## src/rtl/hbs_pkg.sv

```systemverilog
package hbs_pkg;

  typedef enum logic [2:0] {
    ST_IDLE    = 3'd0,
    ST_RD_WAIT = 3'd1,
    ST_RD_DONE = 3'd2,
    ST_WR_ACT  = 3'd3,
    ST_CLASH   = 3'd4
  } bus_state_e;

  localparam int STROBE_CNT = 3;
  localparam int IDX_ALE    = 0;
  localparam int IDX_RD     = 1;
  localparam int IDX_WR     = 2;

endpackage

```

## src/rtl/hbs_strobe_sync.sv

```systemverilog
module hbs_strobe_sync #(
  parameter int           N       = 3,
  parameter int           STAGES  = 2,
  parameter logic [N-1:0] RST_VAL = '0
) (
  input  logic         clk,
  input  logic         rst_n,
  input  logic [N-1:0] raw_in,
  output logic [N-1:0] sync_out
);

  for (genvar b = 0; b < N; b++) begin : g_bit
    logic [STAGES-1:0] chain_q;
    logic [STAGES-1:0] chain_d;

    always_comb begin
      chain_d = {chain_q[STAGES-2:0], raw_in[b]};
    end

    always_ff @(posedge clk or negedge rst_n) begin
      if (!rst_n) begin
        chain_q <= {STAGES{RST_VAL[b]}};
      end else begin
        chain_q <= chain_d;
      end
    end

    assign sync_out[b] = chain_q[STAGES-1];
  end

endmodule

```

## src/rtl/hbs_sample_hold.sv

```systemverilog
module hbs_sample_hold #(
  parameter int   W        = 8,
  parameter int   STAGES   = 2,
  parameter logic OPEN_LVL = 1'b1
) (
  input  logic         clk,
  input  logic         rst_n,
  input  logic [W-1:0] bus_in,
  input  logic         gate_lvl,
  output logic [W-1:0] held_out
);

  logic [W-1:0] pipe_q [STAGES];
  logic [W-1:0] hold_q;
  logic [W-1:0] hold_d;

  for (genvar s = 0; s < STAGES; s++) begin : g_stage
    always_ff @(posedge clk or negedge rst_n) begin
      if (!rst_n) begin
        pipe_q[s] <= '0;
      end else if (s == 0) begin
        pipe_q[s] <= bus_in;
      end else begin
        pipe_q[s] <= pipe_q[(s > 0) ? s-1 : 0];
      end
    end
  end

  always_comb begin
    hold_d = hold_q;
    if (gate_lvl == OPEN_LVL) begin
      hold_d = pipe_q[STAGES-1];
    end
  end

  always_ff @(posedge clk or negedge rst_n) begin
    if (!rst_n) begin
      hold_q <= '0;
    end else begin
      hold_q <= hold_d;
    end
  end

  assign held_out = hold_q;

endmodule

```

## src/rtl/hbs_bus_ctrl.sv

```systemverilog
module hbs_bus_ctrl
  import hbs_pkg::*;
#(
  parameter int DW     = 8,
  parameter int RD_LAT = 2
) (
  input  logic          clk,
  input  logic          rst_n,
  input  logic          rd_act,
  input  logic          wr_act,
  input  logic [DW-1:0] reg_rdata,
  output logic [DW-1:0] data_out,
  output logic          data_oe,
  output logic          ready_n,
  output logic          we
);

  localparam int CW = (RD_LAT > 1) ? $clog2(RD_LAT) : 1;
  localparam logic [CW-1:0] CNT_LOAD = CW'(RD_LAT - 1);

  bus_state_e    state_q, state_d;
  logic [CW-1:0] cnt_q, cnt_d;
  logic [DW-1:0] rdata_q, rdata_d;
  logic          rd_prev_q, wr_prev_q;
  logic          we_q, we_d;
  logic          rd_fall, wr_fall, wr_rise;
  logic          cnt_en, rdata_en;

  assign rd_fall = rd_act & ~rd_prev_q;
  assign wr_fall = wr_act & ~wr_prev_q;
  assign wr_rise = ~wr_act & wr_prev_q;

  always_comb begin
    state_d  = state_q;
    cnt_d    = cnt_q;
    cnt_en   = 1'b0;
    rdata_en = 1'b0;
    unique case (state_q)
      ST_IDLE: begin
        if (rd_act && wr_act) begin
          state_d = ST_CLASH;
        end else if (rd_fall) begin
          state_d = ST_RD_WAIT;
          cnt_d   = CNT_LOAD;
          cnt_en  = 1'b1;
        end else if (wr_fall) begin
          state_d = ST_WR_ACT;
        end
      end
      ST_RD_WAIT: begin
        if (wr_act) begin
          state_d = ST_CLASH;
        end else if (!rd_act) begin
          state_d = ST_IDLE;
        end else if (cnt_q == '0) begin
          state_d  = ST_RD_DONE;
          rdata_en = 1'b1;
        end else begin
          cnt_d  = cnt_q - 1'b1;
          cnt_en = 1'b1;
        end
      end
      ST_RD_DONE: begin
        if (wr_act) begin
          state_d = ST_CLASH;
        end else if (!rd_act) begin
          state_d = ST_IDLE;
        end
      end
      ST_WR_ACT: begin
        if (rd_act) begin
          state_d = ST_CLASH;
        end else if (!wr_act) begin
          state_d = ST_IDLE;
        end
      end
      ST_CLASH: begin
        if (!rd_act && !wr_act) begin
          state_d = ST_IDLE;
        end
      end
      default: state_d = ST_IDLE;
    endcase
  end

  always_comb begin
    rdata_d = rdata_en ? reg_rdata : rdata_q;
    we_d    = (state_q == ST_WR_ACT) && wr_rise && !rd_act;
  end

  always_ff @(posedge clk or negedge rst_n) begin
    if (!rst_n) begin
      state_q   <= ST_IDLE;
      rd_prev_q <= 1'b0;
      wr_prev_q <= 1'b0;
      we_q      <= 1'b0;
    end else begin
      state_q   <= state_d;
      rd_prev_q <= rd_act;
      wr_prev_q <= wr_act;
      we_q      <= we_d;
    end
  end

  always_ff @(posedge clk or negedge rst_n) begin
    if (!rst_n) begin
      cnt_q <= '0;
    end else if (cnt_en) begin
      cnt_q <= cnt_d;
    end
  end

  always_ff @(posedge clk or negedge rst_n) begin
    if (!rst_n) begin
      rdata_q <= '0;
    end else if (rdata_en) begin
      rdata_q <= rdata_d;
    end
  end

  assign data_out = rdata_q;
  assign data_oe  = (state_q == ST_RD_WAIT) || (state_q == ST_RD_DONE);
  assign ready_n  = !((state_q == ST_RD_DONE) || (state_q == ST_WR_ACT));
  assign we       = we_q;

endmodule

```

## src/rtl/ibus_regslave.sv

```systemverilog
module ibus_regslave
  import hbs_pkg::*;
#(
  parameter int AW          = 15,
  parameter int DW          = 8,
  parameter int RD_LAT      = 2,
  parameter int SYNC_STAGES = 2
) (
  input  logic          clk,
  input  logic          rst_n,
  input  logic          addr_latch,
  input  logic          rd_strobe_n,
  input  logic          wr_strobe_n,
  input  logic [AW-1:0] host_addr,
  input  logic [DW-1:0] host_data_in,
  output logic [DW-1:0] host_data_out,
  output logic          host_data_oe,
  output logic          host_ready_n,
  output logic [AW-1:0] reg_addr,
  output logic [DW-1:0] reg_wdata,
  output logic          reg_we,
  input  logic [DW-1:0] reg_rdata
);

  localparam logic [STROBE_CNT-1:0] STB_RST = 3'b110;

  logic [STROBE_CNT-1:0] strobe_raw;
  logic [STROBE_CNT-1:0] strobe_sync;
  logic                  ale_act, rd_act, wr_act;

  assign strobe_raw[IDX_ALE] = addr_latch;
  assign strobe_raw[IDX_RD]  = rd_strobe_n;
  assign strobe_raw[IDX_WR]  = wr_strobe_n;

  hbs_strobe_sync #(
    .N       (STROBE_CNT),
    .STAGES  (SYNC_STAGES),
    .RST_VAL (STB_RST)
  ) u_sync (
    .clk      (clk),
    .rst_n    (rst_n),
    .raw_in   (strobe_raw),
    .sync_out (strobe_sync)
  );

  assign ale_act = strobe_sync[IDX_ALE];
  assign rd_act  = ~strobe_sync[IDX_RD];
  assign wr_act  = ~strobe_sync[IDX_WR];

  hbs_sample_hold #(
    .W        (AW),
    .STAGES   (SYNC_STAGES),
    .OPEN_LVL (1'b1)
  ) u_addr_hold (
    .clk      (clk),
    .rst_n    (rst_n),
    .bus_in   (host_addr),
    .gate_lvl (ale_act),
    .held_out (reg_addr)
  );

  hbs_sample_hold #(
    .W        (DW),
    .STAGES   (SYNC_STAGES),
    .OPEN_LVL (1'b1)
  ) u_data_hold (
    .clk      (clk),
    .rst_n    (rst_n),
    .bus_in   (host_data_in),
    .gate_lvl (wr_act),
    .held_out (reg_wdata)
  );

  hbs_bus_ctrl #(
    .DW     (DW),
    .RD_LAT (RD_LAT)
  ) u_ctrl (
    .clk       (clk),
    .rst_n     (rst_n),
    .rd_act    (rd_act),
    .wr_act    (wr_act),
    .reg_rdata (reg_rdata),
    .data_out  (host_data_out),
    .data_oe   (host_data_oe),
    .ready_n   (host_ready_n),
    .we        (reg_we)
  );

endmodule

```

## config.mk

```make
export PLATFORM = sky130hd
export DESIGN_NAME = ibus_regslave
export DESIGN_NICKNAME = d
export VERILOG_FILES = /design/src/rtl/hbs_pkg.sv /design/src/rtl/hbs_strobe_sync.sv /design/src/rtl/hbs_sample_hold.sv /design/src/rtl/hbs_bus_ctrl.sv /design/src/rtl/ibus_regslave.sv
export SDC_FILE = /design/constraint.sdc
export NUM_CORES = 1
export LEC_CHECK = 0
export ABC_AREA = 1
export ABC_CLOCK_PERIOD_IN_PS = 1600
export BUFFER_PORTS_ARGS = -buffer_cell sky130_fd_sc_hd__clkbuf_2
export CORE_UTILIZATION = 45
export CTS_BUF_LIST = sky130_fd_sc_hd__clkbuf_16
export DETAILED_ROUTE_END_ITERATION = 10
export GPL_TIMING_DRIVEN = 0
export PLACE_DENSITY = 0.79
export SETUP_SLACK_MARGIN = 0.15
export SKIP_CTS_REPAIR_TIMING = 1
export SLEW_MARGIN = 20
export SYNTH_ARGS = -nofsm -noshare
export SYNTH_HDL_FRONTEND = slang
export SYNTH_SLANG_ARGS = --single-unit
```

## constraint.sdc

```tcl
create_clock -name clk -period 1.6 [get_ports clk]
set_input_delay 0.16 -clock clk [delete_from_list [all_inputs] [get_ports clk]]
set_output_delay 0.16 -clock clk [all_outputs]
set_load 0.1 [all_outputs]
```

==> metrics.md <==
| Metric | Value |
|---|---|
| Initial drt markers | 92 |
| Largest net degree at the start of global routing | 91 |
| Combinational power share | 33.3% |
| Unrepaired setup endpoints after global routing | yes |
| Gate Count Post-Synth | 217 |
| Sink Count | 90 |
| Hold depth | 3 |
| Syn_nets | 253 |
| Design area | 3970 um^2 |
| Dpl hpwl | 2960 um |
| Most common cell after layout, fill and taps aside | dfrtp_1 |
| Worst path slowest cell | dfrtp_1 |
| Final Setup Violations | 0 |
| Worst r2r path cells | 6 |
| # rows | 29 |
| Port buffer count | 69 |
| Drt via density | 4.53 |
| R2r setup slk | 0.26 ns |
| Area Overhead vs Synth | 35.3% |
| CP arrival | 1.32 ns |
| FF+latch count, synth | 90 |
| Internal power | 0.00408 W |
| Most frequent cells in the layout | dfrtp_1 (86), clkbuf_2 (66), nand2_1 (48) |
| Routed len/inst | 12.9 um |
| CP endpoint | host_data_oe |
| Hold_ws | 0.0530 ns |
| Mapped Area | 2940 um^2 |
| Crit Reg-Reg Startpoint | u_sync.g_bit[2].chain_q[1] |
| Clock Tree Buf Depth | 2 |
| Seq. cell area | 2260 um^2 |
| Net count, final | 362 |
| Tot Pwr | 0.00686 W |
| Avg Cell Area, Syn | 13.5 um^2 |
| Setup ws final | 0.122 ns |
| Gr usage total | 14.6% |
| VDD IR max | 1.23 mV |
| Reg2reg end | u_ctrl.data_out[6] |
| Cts bufs inserted | 9 |
| Die X | 82.8 um |
| Cell chain of the critical path | inv_2, nand3_1, nand2_2, buf_12 |
| Root buf cell | clkbuf_16 |
| Clk_lat worst skew | 0.33 ns |
| Final ANT Viol Nets | 0 |
| Gpl congestion | 0.879 |
| CP Class | reg -> out |
| Initial core utilization | 46.5% |
| Final hold viol count | 0 |
| Initial antenna violation count | 0 |
| First-pass GRT wire length | 7100 um |
| Final cycle utilization of the critical path | 92.4% |
| Achievable Freq | 676 MHz |
| Fin util | 62.9% |
| Htree depth | 3 |
| DRT Wirelength | 5270 um |
| Seq/Total Area, Yosys | 76.9% |
| Actual slew at the worst max-slew pin | 0.666 ns |
| Req. time, crit path | 1.44 ns |
| Critical Path Sink Type | output port |
| Core ar. | 6310 um^2 |
| Pre-CTS setup slack | 0.143 ns |
| Number of global-route vias before repair | 1600 |
| Largest fanout on the critical path | 6 |
| Relative slew margins | 55.6% |
| Multi-input logic area | 597 um^2 |
| Distinct cells, synth | 20 |
| Die Ht | 82.8 um |
| Switch share | 40.5% |
| Share of layout cells above drive strength 1 | 37.5% |
| Critical path launch point type | register |
| Total gr overflow | 0 |
| Full die area | 6850 um^2 |
| Leakage | 1.98 nW |
| Cell Area, Placed | 3390 um^2 |
| Largest stage delay on the critical path | 0.43 ns |
| Final Max Tran Viols | 0 |
| Sequential share of power | 39.4% |
| MaxCap Viol Count | 0 |
| Pwr/cell area | 1730 nW/um^2 |
| DRC viols | 0 |
| Fillers | 486 |
| Hold Crit Class | in -> reg |
| TritonCTS clock tree | done |
| Ys Warns | 0 |
| Vias | 1849 |
| Worst setup startpoint | u_ctrl.state_q[2] |
| Status | finished, final reports clean |
| Skew final | 0.00587 ns |
| Io pins | 70 |
| Reg clk slew, reported paths | 0.06 ns |
| Number of diodes | 0 |
| Sw Pwr | 0.00278 W |
| Period minus WS final | 1.48 ns |
| Clk network pwr share | 27.3% |
| DRT Pass-1 Iters | 4 |
worst min-delay path by stage:
stage | from | endpoint | slack, ns
after global placement | wr_strobe_n | u_sync.g_bit[2].chain_q[0] | 0.25
after global routing | reg_rdata[5] | u_ctrl.data_out[5] | 0.05
after detailed placement | wr_strobe_n | u_sync.g_bit[2].chain_q[0] | 0.25
after CTS | rst_n | u_addr_hold.pipe_q[20] | -0.1
after floorplan | rst_n | u_addr_hold.held_out[0] | -0.14
final | reg_rdata[4] | u_ctrl.data_out[4] | 0.05
cell usage after synthesis, drive strengths merged:
master   instances  area [um^2]
clkbuf           1         3.75
mux2            15          169
nor2            16         65.1
nor3             1         5.00
o2111ai          1         8.76
a21oi            1         5.00
nand3           11         60.1
dfrtp           86         2150
nand2           49          184
o21ai           11         85.1
inv             17         63.8
buf              4         28.8
dfstp            4          105
power by group through the flow:
stage                     registers, W  clock network, W  logic [W]
after floorplan                0.00385                 0   0.000621
after global placement         0.00272                 0    0.00210
after detailed placement       0.00274                 0    0.00212
after CTS                      0.00270           0.00192    0.00213
after global routing           0.00274           0.00201    0.00240
final                          0.00270           0.00187    0.00228
worst max-delay path, delay by kind of cell, from the launching register on:
kind	cells	cell delay (ns)
buffers and inverters	2	0.31
and+or+nand+nor	2	0.26
DFF	1	0.43
per-stage QoR:
| step | instances | setup TNS, ns |
|---|---|---|
| floorplan | 217 | 0 |
| global placement | 363 | -47.20 |
| detailed placement | 363 | 0 |
| CTS | 379 | -0.216 |
| global route | 408 | 0 |
| finish | 408 | 0 |
cell type report:
cell class | count | share of cell area, %
tap | 77 | 2.43
clock buffer | 9 | 5.67
clock inverter | 7 | 1.10
timing repair buffer | 98 | 16.5
inverter | 17 | 1.61
buffer | 5 | 0.819
sequential | 90 | 56.8
multi-input combinational | 105 | 15.0
metal layers:
metal / wire length (um) / share of wire [%] / up-vias / GRT usage (%)
li1: - / - / 901 / -
met1: 2210 / 42 / 898 / 19.2
met2: 2750 / 52 / 45 / 21.7
met3: 265 / 5.0 / 5 / 6.15
met4: 42 / 0.80 / 0 / 5.17
met5: 0 / 0 / - / 0
state kept, by name (all words and copies together) (netlist names):
name and flops:
u_ctrl.wr_prev_q 1, u_addr_hold.held_out 15, u_ctrl.cnt_q 1, u_ctrl.we 1
u_ctrl.rd_prev_q 1, u_sync.g_bit.chain_q 6, u_data_hold.held_out 8, u_ctrl.state_q 3
u_ctrl.data_out 8, u_data_hold.pipe_q 16, u_addr_hold.pipe_q 30
cells by family (layout without fill, tap and decap cells):
| kind of cell | after synthesis | after routing | synth area share, % |
|---|---|---|---|
| DFF | 90 | 90 | 76.9 |
| and+or+nand+nor | 77 | 77 | 10.7 |
| buffers and inverters | 22 | 136 | 3.28 |
| muxes | 15 | 15 | 5.75 |
| AOI/OAI and AO/OA | 13 | 13 | 3.37 |
No activity file was read; power rests on OpenSTA's default activity.
